## src/rtl/uart_fc_pkg.sv

```systemverilog
package uart_fc_pkg;

  typedef enum logic [1:0] {
    TRIG_1  = 2'd0,
    TRIG_4  = 2'd1,
    TRIG_8  = 2'd2,
    TRIG_14 = 2'd3
  } trig_sel_e;

  // Upper (release) point for a trigger selection.
  function automatic int unsigned trig_hi(trig_sel_e sel);
    case (sel)
      TRIG_1:  return 1;
      TRIG_4:  return 4;
      TRIG_8:  return 8;
      default: return 14;
    endcase
  endfunction

  // Lower (reassert) point: the next smaller trigger, or empty.
  function automatic int unsigned trig_lo(trig_sel_e sel);
    case (sel)
      TRIG_1:  return 0;
      TRIG_4:  return 1;
      TRIG_8:  return 4;
      default: return 8;
    endcase
  endfunction

endpackage

```

## src/rtl/uart_fc_sync.sv

```systemverilog
module uart_fc_sync #(
  parameter int  STAGES    = 2,
  parameter logic RST_VAL  = 1'b1
) (
  input  logic clk,
  input  logic rst,
  input  logic din,
  output logic dout
);

  logic [STAGES-1:0] shreg;

  generate
    if (STAGES == 1) begin : g_one
      always_ff @(posedge clk) begin
        if (rst) shreg <= RST_VAL;
        else     shreg <= din;
      end
    end else begin : g_many
      always_ff @(posedge clk) begin
        if (rst) shreg <= {STAGES{RST_VAL}};
        else     shreg <= {shreg[STAGES-2:0], din};
      end
    end
  endgenerate

  assign dout = shreg[STAGES-1];

endmodule

```

## src/rtl/uart_fc_rts.sv

```systemverilog
module uart_fc_rts
  import uart_fc_pkg::*;
#(
  parameter int LVL_W = 5
) (
  input  logic             clk,
  input  logic             rst,
  input  logic             auto_en,
  input  trig_sel_e        sel,
  input  logic [LVL_W-1:0] level,
  input  logic             wr,
  input  logic             wdata,
  output logic             rts_n,
  output logic             ctrl_q
);

  int unsigned lvl;
  logic        at_hi, at_lo;
  logic        rts_n_d, ctrl_d;

  always_comb begin
    lvl   = 32'(level);
    at_hi = (lvl >= trig_hi(sel));
    at_lo = (lvl <= trig_lo(sel));
    if (auto_en) begin
      if (at_hi)      rts_n_d = 1'b1;
      else if (at_lo) rts_n_d = 1'b0;
      else            rts_n_d = rts_n;
      ctrl_d = ~rts_n_d;                 // bit mirrors the pin
    end else begin
      ctrl_d  = wr ? wdata : ctrl_q;
      rts_n_d = ~ctrl_d;
    end
  end

  always_ff @(posedge clk) begin
    if (rst) begin
      rts_n  <= 1'b1;
      ctrl_q <= 1'b0;
    end else begin
      rts_n  <= rts_n_d;
      ctrl_q <= ctrl_d;
    end
  end

  AST_RTS_RELEASE: assert property (@(posedge clk) disable iff (rst)
    (auto_en && at_hi) |=> rts_n);
  AST_RTS_REASSERT: assert property (@(posedge clk) disable iff (rst)
    (auto_en && at_lo) |=> !rts_n);
  AST_RTS_HOLD: assert property (@(posedge clk) disable iff (rst)
    (auto_en && !at_hi && !at_lo) |=> $stable(rts_n));
  AST_AUTO_MIRROR: assert property (@(posedge clk) disable iff (rst)
    auto_en |=> (ctrl_q == !rts_n));
  AST_MANUAL_PIN: assert property (@(posedge clk) disable iff (rst)
    (!auto_en && wr) |=> (ctrl_q == $past(wdata)) && (rts_n == !ctrl_q));

endmodule

```

## src/rtl/uart_fc_txgate.sv

```systemverilog
module uart_fc_txgate (
  input  logic clk,
  input  logic rst,
  input  logic auto_en,
  input  logic cts_n_s,
  input  logic req,
  input  logic busy,
  output logic start
);

  logic clear;

  assign clear = !auto_en || !cts_n_s;

  always_ff @(posedge clk) begin
    if (rst) start <= 1'b0;
    else     start <= req && !busy && !start && clear;
  end

  AST_CTS_GATE: assert property (@(posedge clk) disable iff (rst)
    (auto_en && cts_n_s) |=> !start);
  AST_NOT_BUSY: assert property (@(posedge clk) disable iff (rst)
    (busy || !req) |=> !start);
  AST_PULSE: assert property (@(posedge clk) disable iff (rst)
    start |=> !start);

endmodule

```

## src/rtl/uart_flow_ctrl.sv

```systemverilog
module uart_flow_ctrl
  import uart_fc_pkg::*;
#(
  parameter int FIFO_DEPTH  = 16,
  parameter int SYNC_STAGES = 2,
  parameter int LVL_W       = $clog2(FIFO_DEPTH + 1)
) (
  input  logic             clk,
  input  logic             rst,
  input  logic             rts_auto_en,
  input  logic             cts_auto_en,
  input  logic [1:0]       trig_sel,
  input  logic [LVL_W-1:0] rx_level,
  input  logic             rts_ctrl_wr,
  input  logic             rts_ctrl_wdata,
  output logic             rts_ctrl_rd,
  output logic             rts_n,
  input  logic             cts_n,
  input  logic             tx_req,
  input  logic             tx_busy,
  output logic             tx_start
);

  logic cts_n_s;

  uart_fc_rts #(.LVL_W(LVL_W)) u_rts (
    .clk     (clk),
    .rst     (rst),
    .auto_en (rts_auto_en),
    .sel     (trig_sel_e'(trig_sel)),
    .level   (rx_level),
    .wr      (rts_ctrl_wr),
    .wdata   (rts_ctrl_wdata),
    .rts_n   (rts_n),
    .ctrl_q  (rts_ctrl_rd)
  );

  uart_fc_sync #(.STAGES(SYNC_STAGES), .RST_VAL(1'b1)) u_cts_sync (
    .clk  (clk),
    .rst  (rst),
    .din  (cts_n),
    .dout (cts_n_s)
  );

  uart_fc_txgate u_txgate (
    .clk     (clk),
    .rst     (rst),
    .auto_en (cts_auto_en),
    .cts_n_s (cts_n_s),
    .req     (tx_req),
    .busy    (tx_busy),
    .start   (tx_start)
  );

  AST_RESET_STATE: assert property (@(posedge clk)
    rst |=> (rts_n && !rts_ctrl_rd && !tx_start));

endmodule

```

## config.mk

```make
export PLATFORM = sky130hd
export DESIGN_NAME = uart_flow_ctrl
export DESIGN_NICKNAME = d
export VERILOG_FILES = /design/src/rtl/uart_fc_pkg.sv /design/src/rtl/uart_fc_sync.sv /design/src/rtl/uart_fc_rts.sv /design/src/rtl/uart_fc_txgate.sv /design/src/rtl/uart_flow_ctrl.sv
export SDC_FILE = /design/constraint.sdc
export NUM_CORES = 1
export LEC_CHECK = 0
export BUFFER_PORTS_ARGS = -buffer_cell sky130_fd_sc_hd__buf_4
export CAP_MARGIN = 5
export CORE_AREA = 2 2 39 41
export DETAILED_ROUTE_END_ITERATION = 10
export DIE_AREA = 0 0 41 43
export SYNTH_ARGS = -nofsm -noshare
export SYNTH_HDL_FRONTEND = slang
export SYNTH_SLANG_ARGS = --single-unit
```

## constraint.sdc

```tcl
create_clock -name clk -period 1.3 [get_ports clk]
set_input_delay 0.13 -clock clk [delete_from_list [all_inputs] [get_ports clk]]
set_output_delay 0.13 -clock clk [all_outputs]
set_load 0.05 [all_outputs]
```

Word level (Yosys, flattened, before mapping)
Index checks and enable logic that the tools add are counted.
Widths: inputs -> output; s select.
{ "word_totals": {"ram_bits": 0, "regBits": 5, "rom_bits": 0, "word_cells": 27, "output_inout_bits": 3, "latchBits": 0, "n_memories": 0, "inputBits": 16} }
{ "classes": {"magnitude_cmp": 2, "muxes": 8, "n_eq_ne": 2, "mul": 0, "addsub": 0, "n_bitwise": 2, "n_div": 0, "reduce_logical": 9, "shift": 0} }
{ "ops": {"columns": ["operator", "count"], "rows": [
  ["$pmux 4 s3", 2],
  ["$mux 1", 6],
  ["$ge 5x4->1", 1],
  ["$le 5x4->1", 1],
  ["$logic_not 1->1", 4],
  ["$logic_and 1x1->1", 3],
  ["$eq 2x1->1 const B", 1],
  ["$eq 2x2->1 const B", 1],
  ["$logic_not 2->1", 1],
  ["$not 1->1", 2],
  ["$logic_or 1x1->1", 1]
]} }

Longest topological paths before layout
{ "depth": {"depth_word": 8, "mapped_depth": 7, "depth_no_buf": 7} }

By module
From an unflattened synthesis, not the netlist that was laid out.
{ "unflattened": {"cells_unflattened": 38, "area_unflattened_um2": 339.1} }
{ "by_module_without_submodules": {"columns": ["mod", "area_per_inst_um2", "seq_area_each_um2", "cells_per_inst", "n_inst"], "rows": [
  ["uart_fc_rts", 251.5, 40.0, 31, 1],
  ["uart_fc_sync", 52.6, 40.0, 4, 1],
  ["uart_fc_txgate", 35.0, 20.0, 3, 1]
]} }

Least setup slack after synthesis
OpenSTA, ideal clock, no wires.
{ "synth_timing": {"kind": "input to register", "from": "input port trig_sel[0]", "to": "register u_rts.rts_n", "arrival_time_ns": 1.250, "slack_ns": -0.070, "stages": 7, "n_path_buf": 0, "setup_time_ns": 0.120, "required_time_ns": 1.180, "cell_sequence": "inv_1 -> nand2_1 -> ha_1 -> or3b_1 -> a21oi_1 -> o211ai_1 -> o31a_1"} }
{ "synth_via": {"elab_chain_cells": 7, "word_cells_on_any_way": 11, "classes_between": "order compare: 2; eq/ne: 2; mux: 6; reduce/logical: 1"} }
{ "synth_lines": {"columns": ["item", "line_no", "source"], "rows": [
  ["start, declared", "uart_flow_ctrl.sv:12", "input logic [1:0] trig_sel,"],
  ["$eq 2x2->1 (tied with other cells)", "uart_fc_pkg.sv:12, uart_fc_pkg.sv:22", null],
  ["$pmux 4 s3", "uart_fc_pkg.sv:22", "case (sel)"],
  ["$le 5x4->1", "uart_fc_rts.sv:24", "at_lo = (lvl <= trig_lo(sel));"],
  ["$mux 1", "uart_fc_rts.sv:27", "else if (at_lo) rts_n_d = 1'b0;"],
  ["$mux 1 (*)", "uart_fc_rts.sv:26", "if (at_hi) rts_n_d = 1'b1;"],
  ["$mux 1 (*) (2 in a row)", "uart_fc_rts.sv:25", "if (auto_en) begin"],
  ["end signal, assigned", "uart_fc_rts.sv:41", "rts_n <= rts_n_d;"],
  ["end, declared", "uart_fc_rts.sv:13", "output logic rts_n,"]
]} }
Every way passes the cells marked *; elsewhere a longest branch is shown, timed or not. The select of a mux whose other input is x is not followed.
A chain may end at the register's enable or synchronous reset.

Final worst setup path
Same ends and word-level chain as after synthesis.

==> impl_results.html <==
<table>
<tr><th>Metric</th><th>Value</th></tr>
<tr><th colspan="2">Clock tree</th></tr>
<tr><td>Sink Count</td><td>5</td></tr>
<tr><td>Hold Buf Count CTS</td><td>0</td></tr>
<tr><td>Largest buffer count on any clock path</td><td>2</td></tr>
<tr><td>CTS H-tree depth</td><td>1</td></tr>
<tr><td>Clock tree from TritonCTS</td><td>built</td></tr>
<tr><td>Cell at the root of the clock tree</td><td>sky130_fd_sc_hd__clkbuf_4</td></tr>
<tr><td>Total clock buffers created by CTS</td><td>3</td></tr>
<tr><td>Clock slew seen by the registers of the worst setup and hold paths</td><td>0.04 ns</td></tr>
<tr><td>Clock latency reported for the late side of the worst-skew pair</td><td>0.24 ns</td></tr>
<tr><th colspan="2">Final layout</th></tr>
<tr><td>Layout-stage area growth over the synthesis result</td><td>78.23%</td></tr>
<tr><td>Layout cells sized above 1</td><td>54.55%</td></tr>
<tr><td>Post-route cell area</td><td>604.3 um^2</td></tr>
<tr><td>Number of diodes</td><td>0</td></tr>
<tr><td>Sequential standard cell area</td><td>101.3 um^2</td></tr>
<tr><td>Area used by multi-input combinational logic</td><td>252.7 um^2</td></tr>
<tr><td>Final-stage net count</td><td>90</td></tr>
<tr><td>Number of fill cells in the layout</td><td>148</td></tr>
<tr><th colspan="2">Synth</th></tr>
<tr><td>Most frequent cell after synthesis</td><td>sky130_fd_sc_hd__ha_1</td></tr>
<tr><td>Xor-xnor portion of the synthesized cell area</td><td>0%</td></tr>
<tr><td>Share of Yosys cell area claimed by the top area cell type</td><td>29.52%</td></tr>
<tr><td>Share of the synthesized area in compound gates (AO/OA/AOI/OAI)</td><td>18.08%</td></tr>
<tr><td>Leading cell types by total area after synthesis</td><td>sky130_fd_sc_hd__dfxtp_1 30%, sky130_fd_sc_hd__ha_1 26%, sky130_fd_sc_hd__a21oi_1 4.4%, sky130_fd_sc_hd__o21ai_0 4.4%, sky130_fd_sc_hd__inv_1 4.4%</td></tr>
<tr><td>Post-synth EDFFs</td><td>0</td></tr>
<tr><td>Post-synthesis share of cell area spent on and, or, nand and nor gates</td><td>19.19%</td></tr>
<tr><td>Part of the Yosys area used for sequential elements</td><td>29.52%</td></tr>
<tr><td>Asr flop ratio synth</td><td>0%</td></tr>
<tr><td>Number of storage elements in the synthesis netlist</td><td>5</td></tr>
<tr><td>Cell count after synthesis</td><td>39</td></tr>
<tr><td>Syn_area_per_cell</td><td>8.694 um^2</td></tr>
<tr><td>Yosys Warn Count</td><td>0</td></tr>
<tr><td>Largest family of logic cells by synthesized area</td><td>adder cells</td></tr>
<tr><td>Yosys top cell by area</td><td>sky130_fd_sc_hd__dfxtp_1</td></tr>
<tr><td>Mux cell area share after synthesis</td><td>2.952%</td></tr>
<tr><td>Main synth FF type</td><td>sky130_fd_sc_hd__dfxtp_1</td></tr>
<tr><td>Top cells by instance count after synthesis</td><td>7 x sky130_fd_sc_hd__ha_1, 5 x sky130_fd_sc_hd__dfxtp_1, 4 x sky130_fd_sc_hd__inv_1, 4 x sky130_fd_sc_hd__nor2_1</td></tr>
<tr><td>Area of the mapped netlist</td><td>339.1 um^2</td></tr>
<tr><td>Share of synthesized cell area in full adder, half adder and majority cells</td><td>25.83%</td></tr>
<tr><td>Yosys cell types</td><td>17</td></tr>
<tr><td>Net Count, Synth</td><td>62</td></tr>
<tr><th colspan="2">Pwr</th></tr>
<tr><td>Gate power share</td><td>30.5%</td></tr>
<tr><td>Clock share of power</td><td>35.9%</td></tr>
<tr><td>Switching part of the total</td><td>26.67%</td></tr>
<tr><td>Design Power</td><td>0.4910 mW</td></tr>
<tr><td>Internal power</td><td>0.3601 mW</td></tr>
<tr><td>Pwr per Cell Area</td><td>812.4 nW/um^2</td></tr>
<tr><td>Leakage</td><td>0.2931 nW</td></tr>
<tr><td>Worst-case vdd ir drop</td><td>0.0003060 V</td></tr>
<tr><td>Sequential group share of total power</td><td>33.6%</td></tr>
<tr><td>Net switching component of the power</td><td>0.1309 mW</td></tr>
<tr><th colspan="2">Critical path</th></tr>
<tr><td>Critical path required time</td><td>1.43 ns</td></tr>
<tr><td>List of cells traversed by the critical path</td><td>buf_8 &gt; inv_6 &gt; nand2_4 &gt; ha_4 &gt; or3b_4 &gt; a21oi_2 &gt; o211ai_1 &gt; o31a_1</td></tr>
<tr><td>Nature of the critical path endpoint</td><td>flop</td></tr>
<tr><td>Largest stage delay, worst path</td><td>0.38 ns</td></tr>
<tr><td>Kind of critical path</td><td>input pin to flop</td></tr>
<tr><td>Family with the most delay on the worst path</td><td>compound AO/OA/AOI/OAI gates</td></tr>
<tr><td>Max FO, Critical Path</td><td>3</td></tr>
<tr><td>Slowest-stage cell, CP</td><td>sky130_fd_sc_hd__or3b_4</td></tr>
<tr><td>Arrival time at the worst endpoint</td><td>1.40 ns</td></tr>
<tr><td>Buffers plus inverters on the worst setup path</td><td>2</td></tr>
<tr><td>Element type at the critical path start</td><td>input pin</td></tr>
<tr><th colspan="2">STA</th></tr>
<tr><td>Final Cycle Share</td><td>97.76%</td></tr>
<tr><td>Final setup violation count</td><td>0</td></tr>
<tr><td>Max Clock Skew</td><td>0.0006531 ns</td></tr>
<tr><td>Slew at the pin closest to its max-slew limit</td><td>0.1990 ns</td></tr>
<tr><td>FMAX</td><td>0.7868 GHz</td></tr>
<tr><td>Minimum clock period</td><td>1.271 ns</td></tr>
<tr><td>Slack of the critical path</td><td>0.02910 ns</td></tr>
<tr><td>Final Max Tran Viols</td><td>0</td></tr>
<tr><td>Max transition margin</td><td>86.67%</td></tr>
<tr><td>Setup repair after global routing missed its margin</td><td>true</td></tr>
<tr><td>Number of hold-slack violations in the final timing report</td><td>0</td></tr>
<tr><td>Aggregate negative setup slack</td><td>0 ns</td></tr>
<tr><th colspan="2">Global routing</th></tr>
<tr><td>Number of global-route vias before repair</td><td>307</td></tr>
<tr><td>Grt total ovfl</td><td>0</td></tr>
<tr><td>Wire length of the first global-routing pass</td><td>1124 um</td></tr>
<tr><td>Gr usage total</td><td>9.237%</td></tr>
<tr><td>Number of antenna violations at the first check in global routing</td><td>0</td></tr>
<tr><td>Largest net degree at the start of global routing</td><td>7</td></tr>
<tr><th colspan="2">Routing</th></tr>
<tr><td>Routed WL</td><td>744 um</td></tr>
<tr><td>Drt pass-1 iters</td><td>1</td></tr>
<tr><td>Residual DRC</td><td>0</td></tr>
<tr><td>Vias after detailed routing</td><td>374</td></tr>
<tr><td>Vias per cell</td><td>4.561</td></tr>
<tr><td>Remaining antenna violation count after routing</td><td>0</td></tr>
<tr><td>1st-iter DRT viols</td><td>0</td></tr>
<tr><td>Average wire length per cell after detail routing</td><td>9.073 um</td></tr>
<tr><th colspan="2">Floorplanning</th></tr>
<tr><td>Die boundary height</td><td>43 um</td></tr>
<tr><td>Site Rows</td><td>14</td></tr>
<tr><td>Count of pins on the block boundary</td><td>19</td></tr>
<tr><td>Die Area</td><td>1763 um^2</td></tr>
<tr><td>DIE WIDTH</td><td>41 um</td></tr>
<tr><td>Core Area</td><td>1384 um^2</td></tr>
<tr><td>Effective utilization at floorplan</td><td>24.50%</td></tr>
<tr><th colspan="2">Placement</th></tr>
<tr><td>Final weighted congestion in routability-driven placement</td><td>0.6709</td></tr>
<tr><td>Number of I/O port buffers</td><td>18</td></tr>
<tr><td>Area post-placement</td><td>533.0 um^2</td></tr>
<tr><td>Minimum setup slack after placement</td><td>-0.2758 ns</td></tr>
<tr><td>Half-perimeter wire length after placement</td><td>622.7 um</td></tr>
<tr><th colspan="2">Worst hold path</th></tr>
<tr><td>Class of the tightest hold or removal check</td><td>input pin to flop</td></tr>
<tr><th colspan="2">Run</th></tr>
<tr><td>Max-cap viol count</td><td>0</td></tr>
<tr><th colspan="2">Run status</th></tr>
<tr><td>Status</td><td>complete, no violations</td></tr>
</table>
-- worst register-to-register path, delay by kind of cell, from the launching register on --
| family | cells | cell delay, ns |
|---|---|---|
| AO/OA/AOI/OAI | 1 | 0.12 |
| flip-flops | 1 | 0.31 |
| AND/OR/NAND/NOR | 1 | 0.62 |
-- cell families after synthesis --
family | Yosys count
simple gates | 12
fa+ha+maj | 7
compound gates | 10
flops | 5
buf+inv | 4
mux | 1
-- routing by layer --
metal	global-route usage (%)	wire length (um)	vias up	share of wire, %
met1	11.25	313	165	42
met4	4.000	0	0	0
met2	14.06	380	13	51
li1	-	-	196	-
met5	0	0	-	0
met3	3.141	49	0	6.6
-- flip-flops by register name, summed over array words and instances (netlist names) --
register / flops
u_txgate.start: 1
u_cts_sync.shreg: 2
u_rts.rts_n: 1
u_rts.ctrl_q: 1
-- through the flow --
stage | util (%) | cells | hold slack (ns)
detailed placement | 38.52 | 78 | 0.3017
CTS | 40.42 | 82 | 0.04586
global placement | 38.52 | 78 | 0.2989
finish | 43.67 | 82 | 0.05300
floorplan | - | 39 | 0.2133
global route | 43.67 | 82 | 0.05897
-- what timing repair did --
item | 4_1_cts | 5_1_grt
endpoints found under the setup margin | 1 | 2
setup buffers | 0 | 0
gates resized for setup | 0 | 12
hold endpoints to repair | 0 | 0
pin swaps | 1 | 5
-- cells in the final DEF (no fill, tap or decap), types with 2 or more instances in the layout --
cell	n
sky130_fd_sc_hd__buf_4	21
sky130_fd_sc_hd__or2_2	2
sky130_fd_sc_hd__clkbuf_4	3
sky130_fd_sc_hd__dfxtp_1	4
sky130_fd_sc_hd__o21ai_0	3
sky130_fd_sc_hd__nor2_1	4
sky130_fd_sc_hd__ha_1	6
sky130_fd_sc_hd__a21oi_1	2
sky130_fd_sc_hd__inv_1	3
-- worst paths after layout --
path / from / to / slack (ns) / cells past startpoint
setup / recovery: trig_sel[0] / u_rts.rts_n / 0.03 / 8
setup reg to reg: u_txgate.start / u_txgate.start / 0.17 / 2
hold / removal: cts_auto_en / u_txgate.start / 0.05 / 2
hold reg to reg: u_cts_sync.shreg[1] / u_txgate.start / 0.38 / 1
-- area by class of cell --
class,count,area share [%]
Clock buffer,4,4.348
Tap cell,16,3.313
Inverter,4,3.313
Timing Repair Buffer,23,30.43
Sequential cell,5,16.77
Multi-Input combinational cell,30,41.82
-- power groups by stage --
| stage | registers, mW | logic [mW] | clock network (mW) |
|---|---|---|---|
| floorplan | 0.185 | 0.0472 | 0 |
| global placement | 0.168 | 0.133 | 0 |
| detailed placement | 0.168 | 0.135 | 0 |
| CTS | 0.165 | 0.136 | 0.184 |
| global route | 0.166 | 0.167 | 0.196 |
| finish | 0.165 | 0.150 | 0.176 |
(Power assumes the default switching activity.)
